File: src/rtl/hdlc_rx_pkg.sv
`timescale 1ns/1ps
package hdlc_rx_pkg;
    localparam int FLAG_W    = 8;
    localparam int CRC_W     = 16;
    localparam int STUFF_RUN = 5;
    localparam int ABORT_RUN = 7;
    localparam int RUN_W     = $clog2(ABORT_RUN + 1);

    // classification of the bit being accepted this cycle
    typedef enum logic [1:0] {
        BK_DATA  = 2'd0,
        BK_STUFF = 2'd1,
        BK_FLAG  = 2'd2,
        BK_ABORT = 2'd3
    } bit_kind_e;
endpackage

File: src/rtl/hdlc_flag_scan.sv
`timescale 1ns/1ps
// Raw-bit window and ones-run tracker; classifies the incoming bit.
module hdlc_flag_scan
    import hdlc_rx_pkg::*;
#(
    parameter logic [FLAG_W-1:0] PAT  = 8'h7E,
    parameter logic [FLAG_W-1:0] MASK = 8'hFF
) (
    input  logic      clk,
    input  logic      rst_n,
    input  logic      clr,
    input  logic      push,
    input  logic      bit_in,
    output bit_kind_e kind
);
    typedef struct packed {
        logic [FLAG_W-1:0] win;
        logic [RUN_W-1:0]  run;
    } scan_t;

    scan_t             s_d, s_q;
    logic [FLAG_W-1:0] cand;

    always_comb begin
        cand = {s_q.win[FLAG_W-2:0], bit_in};
        if ((cand & MASK) == (PAT & MASK))
            kind = BK_FLAG;
        else if (bit_in && s_q.run == RUN_W'(ABORT_RUN - 1))
            kind = BK_ABORT;
        else if (!bit_in && s_q.run == RUN_W'(STUFF_RUN))
            kind = BK_STUFF;
        else
            kind = BK_DATA;

        s_d = s_q;
        if (clr) begin
            s_d = '0;
        end else if (push) begin
            s_d.win = cand;
            if (!bit_in)
                s_d.run = '0;
            else if (s_q.run != RUN_W'(ABORT_RUN))
                s_d.run = s_q.run + RUN_W'(1);
        end
    end

    always_ff @(posedge clk or negedge rst_n) begin
        if (!rst_n) s_q <= '0;
        else        s_q <= s_d;
    end
endmodule

File: src/rtl/hdlc_bit_delay.sv
`timescale 1ns/1ps
// Delay line holding the most recent raw bits with a keep mark each,
// so a detected flag can cancel its own leading bits.
module hdlc_bit_delay #(
    parameter int DEPTH = 7
) (
    input  logic clk,
    input  logic rst_n,
    input  logic clr,
    input  logic push,
    input  logic bit_in,
    input  logic bit_ok,
    input  logic flush,
    output logic out_bit,
    output logic out_ok
);
    typedef struct packed {
        logic [DEPTH-1:0] dat;
        logic [DEPTH-1:0] ok;
    } dly_t;

    dly_t d_d, d_q;

    always_comb begin
        d_d = d_q;
        if (clr) begin
            d_d = '0;
        end else if (push) begin
            d_d.dat = {d_q.dat[DEPTH-2:0], bit_in};
            d_d.ok  = flush ? '0 : {d_q.ok[DEPTH-2:0], bit_ok};
        end
        out_bit = d_q.dat[DEPTH-1];
        out_ok  = d_q.ok[DEPTH-1];
    end

    always_ff @(posedge clk or negedge rst_n) begin
        if (!rst_n) d_q <= '0;
        else        d_q <= d_d;
    end
endmodule

File: src/rtl/hdlc_crc_step.sv
`timescale 1ns/1ps
// One bit of a right-shifting CRC.
module hdlc_crc_step #(
    parameter int            W    = 16,
    parameter logic [W-1:0]  POLY = 16'h8408
) (
    input  logic [W-1:0] crc_in,
    input  logic         bit_in,
    output logic [W-1:0] crc_out
);
    always_comb begin
        crc_out = (crc_in >> 1) ^ ((crc_in[0] ^ bit_in) ? POLY : '0);
    end
endmodule

File: src/rtl/hdlc_rx_destuff.sv
`timescale 1ns/1ps
module hdlc_rx_destuff
    import hdlc_rx_pkg::*;
#(
    parameter int               DATA_W    = 8,
    parameter logic [FLAG_W-1:0] FLAG_PAT  = 8'h7E,
    parameter logic [FLAG_W-1:0] FLAG_MASK = 8'hFF,
    parameter logic [CRC_W-1:0]  CRC_POLY  = 16'h8408,
    parameter logic [CRC_W-1:0]  CRC_INIT  = 16'hFFFF
) (
    input  logic              clk,
    input  logic              rst_n,
    input  logic              rx_en,
    input  logic              align_en,
    input  logic              bit_vld,
    input  logic              bit_in,
    output logic [DATA_W-1:0] rx_byte,
    output logic              rx_byte_vld,
    output logic              flag_det,
    output logic              abort_det,
    output logic [CRC_W-1:0]  crc_out
);
    localparam int CNT_W = $clog2(DATA_W);
    localparam int DLY_D = FLAG_W - 1;

    typedef struct packed {
        logic              in_frame;
        logic [CNT_W-1:0]  cnt;
        logic [DATA_W-1:0] sh;
        logic [DATA_W-1:0] byte_r;
        logic              byte_vld;
        logic              flag;
        logic              abort;
        logic [CRC_W-1:0]  crc;
    } rx_st_t;

    rx_st_t            st_d, st_q;
    bit_kind_e         kind;
    logic              push, clr, flush, keep;
    logic              dly_bit, dly_ok;
    logic [CRC_W-1:0]  crc_nx;
    logic [DATA_W-1:0] sh_nx;

    assign push  = rx_en & bit_vld;
    assign clr   = ~rx_en;
    assign flush = (kind == BK_FLAG) || (kind == BK_ABORT);
    assign keep  = (kind != BK_STUFF);

    hdlc_flag_scan #(.PAT(FLAG_PAT), .MASK(FLAG_MASK)) u_scan (
        .clk(clk), .rst_n(rst_n), .clr(clr), .push(push),
        .bit_in(bit_in), .kind(kind)
    );

    hdlc_bit_delay #(.DEPTH(DLY_D)) u_dly (
        .clk(clk), .rst_n(rst_n), .clr(clr), .push(push),
        .bit_in(bit_in), .bit_ok(keep), .flush(flush),
        .out_bit(dly_bit), .out_ok(dly_ok)
    );

    hdlc_crc_step #(.W(CRC_W), .POLY(CRC_POLY)) u_crc (
        .crc_in(st_q.crc), .bit_in(dly_bit), .crc_out(crc_nx)
    );

    always_comb begin
        sh_nx         = {dly_bit, st_q.sh[DATA_W-1:1]};
        st_d          = st_q;
        st_d.byte_vld = 1'b0;
        st_d.flag     = 1'b0;
        st_d.abort    = 1'b0;
        if (!rx_en) begin
            st_d.in_frame = 1'b0;
            st_d.cnt      = '0;
            st_d.sh       = '0;
            st_d.crc      = CRC_INIT;
        end else if (bit_vld) begin
            if (kind == BK_FLAG) begin
                st_d.in_frame = 1'b1;
                st_d.flag     = 1'b1;
                st_d.crc      = CRC_INIT;
                if (align_en) st_d.cnt = '0;
            end else if (kind == BK_ABORT) begin
                if (st_q.in_frame) begin
                    st_d.abort    = 1'b1;
                    st_d.in_frame = 1'b0;
                    st_d.cnt      = '0;
                end
            end else if (st_q.in_frame && dly_ok) begin
                st_d.crc = crc_nx;
                st_d.sh  = sh_nx;
                if (st_q.cnt == CNT_W'(DATA_W - 1)) begin
                    st_d.byte_r   = sh_nx;
                    st_d.byte_vld = 1'b1;
                    st_d.cnt      = '0;
                end else begin
                    st_d.cnt = st_q.cnt + CNT_W'(1);
                end
            end
        end
    end

    always_ff @(posedge clk or negedge rst_n) begin
        if (!rst_n) begin
            st_q     <= '0;
            st_q.crc <= CRC_INIT;
        end else begin
            st_q <= st_d;
        end
    end

    assign rx_byte     = st_q.byte_r;
    assign rx_byte_vld = st_q.byte_vld;
    assign flag_det    = st_q.flag;
    assign abort_det   = st_q.abort;
    assign crc_out     = st_q.crc;
endmodule

File: config.mk
export PLATFORM = sky130hd
export DESIGN_NAME = hdlc_rx_destuff
export DESIGN_NICKNAME = d
export VERILOG_FILES = /design/src/rtl/hdlc_rx_pkg.sv /design/src/rtl/hdlc_flag_scan.sv /design/src/rtl/hdlc_bit_delay.sv /design/src/rtl/hdlc_crc_step.sv /design/src/rtl/hdlc_rx_destuff.sv
export SDC_FILE = /design/constraint.sdc
export NUM_CORES = 1
export LEC_CHECK = 0
export BUFFER_PORTS_ARGS = -buffer_cell sky130_fd_sc_hd__buf_2
export CAP_MARGIN = 20
export CELL_PAD_IN_SITES_DETAIL_PLACEMENT = 2
export CELL_PAD_IN_SITES_GLOBAL_PLACEMENT = 2
export CORE_AREA = 2 2 83 85
export CTS_BUF_LIST = sky130_fd_sc_hd__clkbuf_16
export DETAILED_ROUTE_END_ITERATION = 10
export DIE_AREA = 0 0 85 87
export GPL_TIMING_DRIVEN = 1
export PLACE_DENSITY = 0.9
export SKIP_CTS_REPAIR_TIMING = 1
export SLEW_MARGIN = 15
export SYNTH_ARGS = -nofsm -noshare
export SYNTH_HDL_FRONTEND = slang
export SYNTH_SLANG_ARGS = --single-unit
File: constraint.sdc
create_clock -name clk -period 4.75 [get_ports clk]
set_input_delay 0.95 -clock clk [delete_from_list [all_inputs] [get_ports clk]]
set_output_delay 0.95 -clock clk [all_outputs]
set_load 0.1 [all_outputs]
==> reports/results.txt, run 1 <==
vias -> 1,646
FP Rows -> 30
average wire per standard cell -> 19.4 µm
share of cells above drive strength 1 -> 31.2%
worst path cell trace -> buf_2 -> nand4_1 -> a211oi_4 -> nand2_4 -> mux2_4
CTS tree -> done
Setup violations, final -> 0
global-route wire length before repair -> 9700 µm
Final Hold Vio Count -> 0
Worst Setup Start Kind -> input pin
DIE HEIGHT -> 87 µm
clock sinks -> 55
clock-pin slew on the worst setup and hold paths -> 60 ps
minimum clock period -> 2450 ps
worst reg2reg setup slack -> 2490 ps
post-route ant nets -> 0
DRT iter0 DRCs -> 83
antenna cell count -> 0
Reg-to-Reg Start -> u_scan.s_q[0]
post-detail-place hpwl -> 3640 µm
Setup Skew -> 5.67 ps
Crit. End Element -> register
largest net degree at the start of global routing -> 32
deepest clock path buffer count -> 2
WS Path Type -> input pin to register
WL final -> 5850 µm
fin. max-slew vios -> 0
CTS H-tree depth -> 2
RD Place Congestion -> 0.718
Slew @ Worst Pin -> 700 ps
Post-DP Area -> 2650 µm²
remaining global-route overflow -> 0
Crit-path slowest cell -> a211oi_4
drt first pass iters -> 4
Post-Synthesis Cells -> 217
run status -> finished, final reports clean
worst hold path type -> register to register
final core utilization -> 42.8%
vias in the first global route -> 1,803
Final Power -> 0.000898 W
Worst EP arrival -> 2630 ps
Max stage delay on crit path -> 520 ps
P per Cell Area -> 320 nW/µm²
FF+latch count, synth -> 55
Max Freq -> 0.409 GHz
R2R depth -> 6
initial antenna violation count -> 0
drt via density -> 5.47
final cycle utilization of the critical path -> 51.5%
Slew HR -> 53.2%
pre-CTS setup slack -> 2040 ps
PortBufs -> 32
min-delay src -> u_dly.d_q[0]
die area -> 7400 µm²
CTS Buf Count -> 5
Ys Warns -> 0
final setup TNS -> 0 ps
Reg-to-Reg End -> crc_out[11]
width of the die -> 85 µm
CP top delay family -> compound AO/OA/AOI/OAI gates
Max Cap Viol -> 0
Worst Path Buf+Inv -> 1
maximum VDD drop -> 269 µV
Residual DRC -> 0
initial core utilization -> 39.9%
Mapped Nets -> 229
sequential fraction of the synthesis area -> 53.2%
worst hold endpoint -> u_dly.d_q[0]
Final #Nets -> 232
io pins -> 33
Worst Path Max Fanout -> 24
mapped cell area -> 2620 µm²
RSZ-0062 raised after global routing -> false
cell area after layout -> 2810 µm²
worst setup margin -> 2300 ps
LEAKAGE -> 1.35 nW
core area -> 6570 µm²
Worst Hold Depth -> 2
Root Buffer -> clkbuf_16
Total GRT Usage -> 17.0%
Skew-Pair Late Insertion Delay -> 300 ps
Synth cell types -> 38
CP required -> 4930 ps
mean post-synth cell area -> 12.1 µm²
area delta synth->final -> 7.06%
==> synthesized netlist by cell type <==
| cell type | instances | area [µm²] |
|---|---|---|
| a211oi_2 | 1 | 12.5 |
| a211oi_4 | 1 | 20.0 |
| a21o_1 | 1 | 7.51 |
| a21oi_1 | 5 | 25.0 |
| a22o_1 | 15 | 131 |
| a22oi_1 | 1 | 7.51 |
| a31o_1 | 1 | 8.76 |
| a41o_1 | 1 | 10.0 |
| and3_1 | 1 | 6.26 |
| and4_1 | 1 | 8.76 |
| and4b_1 | 2 | 20.0 |
| buf_1 | 1 | 3.75 |
| buf_2 | 6 | 30.0 |
| buf_4 | 25 | 188 |
| clkbuf_1 | 5 | 18.8 |
| dfrtp_1 | 39 | 976 |
| dfstp_2 | 16 | 420 |
| ha_1 | 6 | 75.1 |
| inv_1 | 6 | 22.5 |
| mux2_4 | 8 | 120 |
| mux2i_1 | 6 | 60.1 |
| nand2_1 | 9 | 33.8 |
| nand2_2 | 1 | 6.26 |
| nand2_4 | 1 | 11.3 |
| nand2b_1 | 1 | 6.26 |
| nand3_1 | 2 | 10.0 |
| nand3b_1 | 1 | 7.51 |
| nand4_1 | 4 | 25.0 |
| nand4b_1 | 13 | 114 |
| nor2_1 | 11 | 41.3 |
| nor2_4 | 1 | 11.3 |
| nor2b_1 | 1 | 6.26 |
| nor3_1 | 2 | 10.0 |
| nor3b_2 | 1 | 12.5 |
| o21a_1 | 16 | 120 |
| o21ai_0 | 2 | 10.0 |
| xnor2_1 | 2 | 17.5 |
| xor2_1 | 1 | 8.76 |
==> how the worst max path moves through the flow <==
stage | to | start | depth (start not counted) | slack (ps)
CTS | rx_byte[7] | rx_en | 5 | 2300
global placement | rx_byte[7] | rx_en | 5 | 2060
floorplan | rx_byte[0] | bit_in | 5 | 2630
detailed placement | rx_byte[1] | rx_en | 5 | 2040
finish | rx_byte[7] | rx_en | 5 | 2300
global route | crc_out[11] | bit_vld | 5 | 2200
==> tightest hold or removal path: cells and delay by family (launching register included) <==
| family | cells | cell delay, ps |
|---|---|---|
| AND/OR/NAND/NOR | 2 | 110 |
| flip-flops | 1 | 350 |
==> metrics by stage <==
step	cells	hold WS, ps
4_1_cts	301	504
5_1_grt	301	531
6_report	301	496
3_5_place_dp	293	468
2_1_floorplan	217	439
3_3_place_gp	293	456
==> sequential cells by signal, summed over array words and instances, names as in the netlist <==
name / flops
crc_out: 16
u_dly.d_q: 12
rx_byte: 8
sh_nx: 7
st_q: 4
u_scan.s_q: 3
abort_det: 1
flag_det: 1
rx_byte_vld: 1
u_dly.out_bit: 1
u_dly.out_ok: 1
==> final cells by class <==
| class | count | area (µm²) |
|---|---|---|
| fillers | 675 | 3760 |
| flip-flops and latches | 55 | 1400 |
| multi-input cells | 119 | 965 |
| repair buffers | 33 | 168 |
| clock buffers | 6 | 150 |
| well taps | 80 | 100 |
| inverters | 6 | 22.5 |
| clock inverters | 2 | 7.51 |
==> kinds of logic after synthesis <==
group	Yosys count	share of synthesized area [%]
flip-flops	55	53.2
AND/OR/NAND/NOR	52	12.6
AO/OA/AOI/OAI	44	13.4
buffers and inverters	43	10.0
multiplexers	14	6.87
adder cells (fa/ha/maj)	6	2.86
XOR/XNOR	3	1.00
==> report_power, final <==
| part | internal [W] | switching [W] |
|---|---|---|
| logic | 0.00000770 | 0.0000269 |
| registers | 0.000472 | 0.00000234 |
| clock network | 0.000224 | 0.000165 |
==> cell usage in the layout, fill, tap and decap left out, types with 4 or more instances in the layout <==
cell       netlist  layout
nand4_1          4       4
dfrtp_1         39      39
nand2_1          9       9
o21a_1          16      16
mux2i_1          6       6
ha_1             6       6
dfstp_2         16      16
a21oi_1          5       5
mux2_4           8       8
buf_2            6      32
clkbuf_16        0       6
inv_1            6       8
nand4b_1        13      13
a22o_1          15      15
nor2_1          11      11
==> metal layers <==
metal  vias up  share of wire [%]  global-route usage (%)  routed length, µm
met5         -                  0                       0                  0
met4         0                2.0                    6.06                116
li1        751                  -                       -                  -
met1       859                 44                    20.9               2560
met2        25                 51                    28.8               2980
met3        11                3.3                    4.64                193
No activity file was read; power rests on OpenSTA's default activity.
==> run 2: changes to the inputs <==
- CORE_AREA: 2 2 83 85 -> 2 2 90 92
- DIE_AREA: 0 0 85 87 -> 0 0 92 94
- PLACE_DENSITY: 0.9 -> 0.82
- clock period: 4.75 -> 2 ns (I/O delays scaled with it)
==> reports/results.txt, run 2 (same netlist as run 1, synthesis figures left out) <==
run status -> finished, final reports clean
Worst Setup Start Kind -> register
commonest non-fill, non-tap cell in the layout -> dfrtp_1
final setup TNS -> 0 ps (unchanged)
initial antenna violation count -> 0 (unchanged)
average wire per standard cell -> 17.7 µm (-8.7%)
post-detail-place hpwl -> 3970 µm (+8.9%)
Reg-to-Reg Start -> u_scan.s_q[0]
RD Place Congestion -> 0.763 (+6.3%)
wire length on met3 -> 143 µm (-26%)
Worst Path Max Fanout -> 9 (-63%)
DIE HEIGHT -> 94 µm (+8.0%)
Root Buffer -> clkbuf_16
maximum VDD drop -> 314 µV (+16%)
post-route ant nets -> 0 (unchanged)
worst hold path type -> input pin to asynchronous set/reset pin
Skew-Pair Late Insertion Delay -> 290 ps (about the same)
LEAKAGE -> 1.38 nW (+2.8%)
Slew HR -> 66.5% (+13 points)
max reg flops -> 16 (unchanged)
CTS H-tree depth -> 2 (unchanged)
Hold Slack -> 95.6 ps (-400 ps)
antenna cell count -> 0 (unchanged)
area delta synth->final -> 10.7%
global-route wire length before repair -> 9950 µm (+2.6%)
final cycle utilization of the critical path -> 93.6%
Worst Setup EP -> rx_byte[7]
Reg-to-Reg End -> rx_byte[7]
WS Path Type -> register to register
Worst EP arrival -> 2050 ps (-580 ps)
DRT iter0 DRCs -> 90 (+8.4%)
Post-DP Area -> 2760 µm² (+4.1%)
initial core utilization -> 34.5% (-5.5 points)
remaining global-route overflow -> 0 (unchanged)
fin. max-slew vios -> 0 (unchanged)
PortBufs -> 32 (unchanged)
R2R depth -> 6 (unchanged)
CP required -> 2180 ps (-2750 ps)
Max Freq -> 0.534 GHz
Final Power -> 0.00208 W (+130%)
WL final -> 5890 µm (+0.70%)
RSZ-0062 raised after global routing -> false
largest net degree at the start of global routing -> 56 (+75%)
drt via density -> 5.17 (-5.5%)
Max Used Layer -> met4
minimum clock period -> 1870 ps
Max Cap Viol -> 0 (unchanged)
Final #Nets -> 241 (+3.9%)
vias in the first global route -> 1,893 (+5.0%)
io pins -> 33 (unchanged)
FP Rows -> 32 (+6.7%)
core area -> 7610 µm² (+16%)
Setup Skew -> 6.20 ps (+0.527 ps)
Residual DRC -> 0 (unchanged)
most frequent cells in the layout -> 39 x dfrtp_1, 32 x buf_2, 16 x o21a_1, 16 x dfstp_2, 15 x a22o_1
drt first pass iters -> 4 (unchanged)
width of the die -> 92 µm (+8.2%)
share of cells above drive strength 1 -> 34.3% (+3.1 points)
CTS tree -> done
Slew @ Worst Pin -> 507 ps (-194 ps)
cell area after layout -> 2900 µm² (+3.4%)
Setup violations, final -> 0 (unchanged)
Final Hold Vio Count -> 0 (unchanged)
metal2 WL -> 3060 µm (+2.8%)
clock sinks -> 55 (unchanged)
Crit. End Element -> register
vias -> 1,715 (+4.2%)
clock-pin slew on the worst setup and hold paths -> 70 ps (about the same)
deepest clock path buffer count -> 2 (unchanged)
crit path from -> u_scan.s_q[0]
FILL cells -> 813 (+20%)
P per Cell Area -> 717 nW/µm² (+120%)
CTS Buf Count -> 5 (unchanged)
Total GRT Usage -> 14.5% (-2.5 points)
wl on met1 -> 2610 µm (+2.1%)
worst reg2reg setup slack -> 130 ps (-2360 ps)
die area -> 8650 µm² (+17%)
==> run 2: cell count changes in the layout (fill, tap and decap cells not counted), sizes merged <==
cell	before	now
inv	8	7
clkinv	0	2
buf	33	42
clkbuf	6	5
==> run 2: critical path, cell delays in order, from the launching register on <==
cell and delay, ps:
dfrtp_1 430, inv_1 70, ha_1 190, and3_1 290, a211oi_4 300, nand2_4 160, mux2_4 320
==> run 2: worst min path at each step <==
stage,slack [ps],start,to,depth (start not counted)
finish,100,rst_n,rx_byte[3],2
global placement,420,rst_n,rx_byte[3],2
floorplan,100,rst_n,abort_det,0
CTS,110,rst_n,flag_det,2
detailed placement,420,rst_n,rx_byte[4],2
global route,120,rst_n,rx_byte[3],2
==> run 2: layout make-up <==
cell class              instances  area, µm²  area share [%]
well taps                     102        128            4.39
inverters                       6       22.5           0.776
clock inverters                 3       16.3           0.560
repair buffers                 42        248            8.53
multi-input cells             119        968            33.3
flip-flops and latches         55       1400            48.1
clock buffers                   5        125            4.31
==> run 2: layer usage <==
| layer | GRT usage (%) | vias to the layer above |
|---|---|---|
| met2 | 25.7 | 27 |
| li1 | - | 774 |
| met4 | 3.86 | 0 |
| met5 | 0 | - |
| met3 | 2.81 | 6 |
| met1 | 18.1 | 908 |
==> run 2: power by group <==
group          switching, W  internal (W)
sequential       0.00000563       0.00112
clock              0.000400      0.000459
combinational     0.0000687     0.0000292
total              0.000474       0.00161
==> run 2: per-stage QoR <==
stage	worst slack (ps)	utilization, %	instances
floorplan	240	-	217
global placement	197	36.3	324
detailed placement	111	36.3	324
CTS	88.3	38.1	332
global route	9.07	38.2	332
finish	127	38.2	332
==> run 3: changes to the inputs <==
- CORE_AREA: 2 2 90 92 -> 2 2 95 88
- DIE_AREA: 0 0 92 94 -> 0 0 97 90
- PLACE_DENSITY: 0.82 -> 0.81
==> reports/results.txt, run 3 (same netlist as run 1, synthesis figures left out) <==
Worst Setup Start Kind -> register
Residual DRC -> 0 (unchanged)
Total GRT Usage -> 14.1% (-0.35 points)
Max Freq -> 0.530 GHz (-0.81%)
CTS Buf Count -> 5 (unchanged)
Skew-Pair Late Insertion Delay -> 290 ps (about the same)
Slew HR -> 67.6% (+1.2 points)
DIE HEIGHT -> 90 µm (-4.3%)
largest net degree at the start of global routing -> 56 (unchanged)
post-route ant nets -> 0 (unchanged)
initial antenna violation count -> 0 (unchanged)
clock-pin slew on the worst setup and hold paths -> 70 ps (about the same)
width of the die -> 97 µm (+5.4%)
worst hold path type -> input pin to asynchronous set/reset pin
PortBufs -> 32 (unchanged)
Setup Skew -> 6.13 ps (-0.0694 ps)
Worst Path Buf+Inv -> 1 (unchanged)
DRT iter0 DRCs -> 62 (-31%)
CTS tree -> done
worst path cell trace -> inv_1 -> ha_1 -> and3_1 -> a211oi_4 -> nand2_4 -> mux2_4
share of cells above drive strength 1 -> 35.1% (+0.72 points)
Crit-path slowest cell -> dfrtp_1
clock sinks -> 55 (unchanged)
deepest clock path buffer count -> 2 (unchanged)
Slew @ Worst Pin -> 489 ps (-17.5 ps)
WS Path Type -> register to register
initial core utilization -> 33.7% (-0.84 points)
FP Rows -> 31 (-3.1%)
most frequent cells in the layout -> 39 x dfrtp_1, 32 x buf_2, 16 x o21a_1, 16 x dfstp_2, 15 x a22o_1
commonest non-fill, non-tap cell in the layout -> dfrtp_1
CTS H-tree depth -> 2 (unchanged)
worst setup margin -> 112 ps (-15.2 ps)
max reg flops -> 16 (unchanged)
global-route wire length before repair -> 9880 µm (-0.69%)
Root Buffer -> clkbuf_16
minimum clock period -> 1890 ps (+15.2 ps)
antenna cell count -> 0 (unchanged)
Reg-to-Reg Start -> u_scan.s_q[0]
Worst Path Max Fanout -> 9 (unchanged)
post-detail-place hpwl -> 3810 µm (-4.1%)
WL final -> 5660 µm (-3.9%)
core area -> 7800 µm² (+2.5%)
Worst EP arrival -> 2070 ps (+20 ps)
RD Place Congestion -> 0.747 (-2.0%)
Setup violations, final -> 0 (unchanged)
Final #Nets -> 242 (+0.41%)
run status -> finished, final reports clean
vias in the first global route -> 1,900 (+0.37%)
final setup TNS -> 0 ps (unchanged)
Final Hold Vio Count -> 0 (unchanged)
P per Cell Area -> 755 nW/µm² (+5.3%)
area delta synth->final -> 11.8%
R2R depth -> 6 (unchanged)
LEAKAGE -> 1.40 nW (+1.1%)
pre-CTS setup slack -> 77.5 ps (-33.5 ps)
Max stage delay on crit path -> 420 ps (about the same)
vias -> 1,683 (-1.9%)
final core utilization -> 37.6% (-0.54 points)
maximum VDD drop -> 334 µV (+6.4%)
remaining global-route overflow -> 0 (unchanged)
average wire per standard cell -> 17.1 µm (-3.3%)
Final Power -> 0.00222 W (+6.4%)
RSZ-0062 raised after global routing -> false
worst reg2reg setup slack -> 110 ps (-20 ps)
fin. max-slew vios -> 0 (unchanged)
Cells after DPL -> 322 (-0.62%)
drt via density -> 5.10 (-1.3%)
CP required -> 2180 ps (about the same)
fin cells -> 330 (-0.60%)
final cycle utilization of the critical path -> 94.4% (+0.76 points)
Reg-to-Reg End -> rx_byte[1]
drt first pass iters -> 4 (unchanged)
CP top delay family -> simple AND/OR/NAND/NOR gates
Max Cap Viol -> 0 (unchanged)
die area -> 8730 µm² (+0.95%)
Crit. End Element -> register
io pins -> 33 (unchanged)
run 3: changes by cell type in the layout (fill, tap and decap cells not counted):
cell | previous run | this run
buf_4 | 9 | 10
bufinv_16 | 0 | 1
clkinv_4 | 1 | 0
inv_1 | 7 | 6
inv_6 | 0 | 1
run 3: worst max-delay path by stage:
stage                  startpoint         end  slack [ps]  depth (start not counted)
global route        u_scan.s_q[0]  rx_byte[1]          20                          6
global placement           bit_in    sh_nx[4]         180                          5
detailed placement  u_scan.s_q[0]  rx_byte[1]          80                          6
floorplan           u_scan.s_q[0]  rx_byte[0]         240                          7
finish              u_scan.s_q[0]  rx_byte[1]         110                          6
CTS                 u_scan.s_q[0]  rx_byte[1]          70                          6
run 3: area by class of cell:
cell class	instances	area, µm²
multi-input combinational	119	968
sequential	55	1400
tap	99	124
inverter	6	22.5
clock buffer	5	125
fill	815	4860
timing repair buffer	43	255
clock inverter	3	42.5
run 3: routing by layer:
| metal | up-vias | global-route usage, % | routed length, µm |
|---|---|---|---|
| met3 | 6 | 2.88 | 193 |
| met2 | 30 | 24.1 | 2900 |
| li1 | 778 | - | - |
| met4 | 0 | 4.93 | 84 |
| met1 | 869 | 17.8 | 2480 |
| met5 | - | 0 | 0 |
run 3: metrics by stage:
| stage | hold slack [ps] | area [µm²] |
|---|---|---|
| CTS | 104 | 2930 |
| finish | 91.5 | 2930 |
| global route | 108 | 2930 |
| global placement | 418 | 2760 |
| floorplan | 104 | 2620 |
| detailed placement | 423 | 2760 |
run 3: where the power goes:
| group | total [W] | internal [W] | leakage [nW] | switching [W] |
|---|---|---|---|---|
| sequential | 0.00113 | 0.00112 | 0.710 | 0.00000551 |
| clock | 0.000994 | 0.000592 | 0.0818 | 0.000403 |
| combinational | 0.0000962 | 0.0000291 | 0.606 | 0.0000671 |
| total | 0.00222 | 0.00174 | 1.40 | 0.000475 |
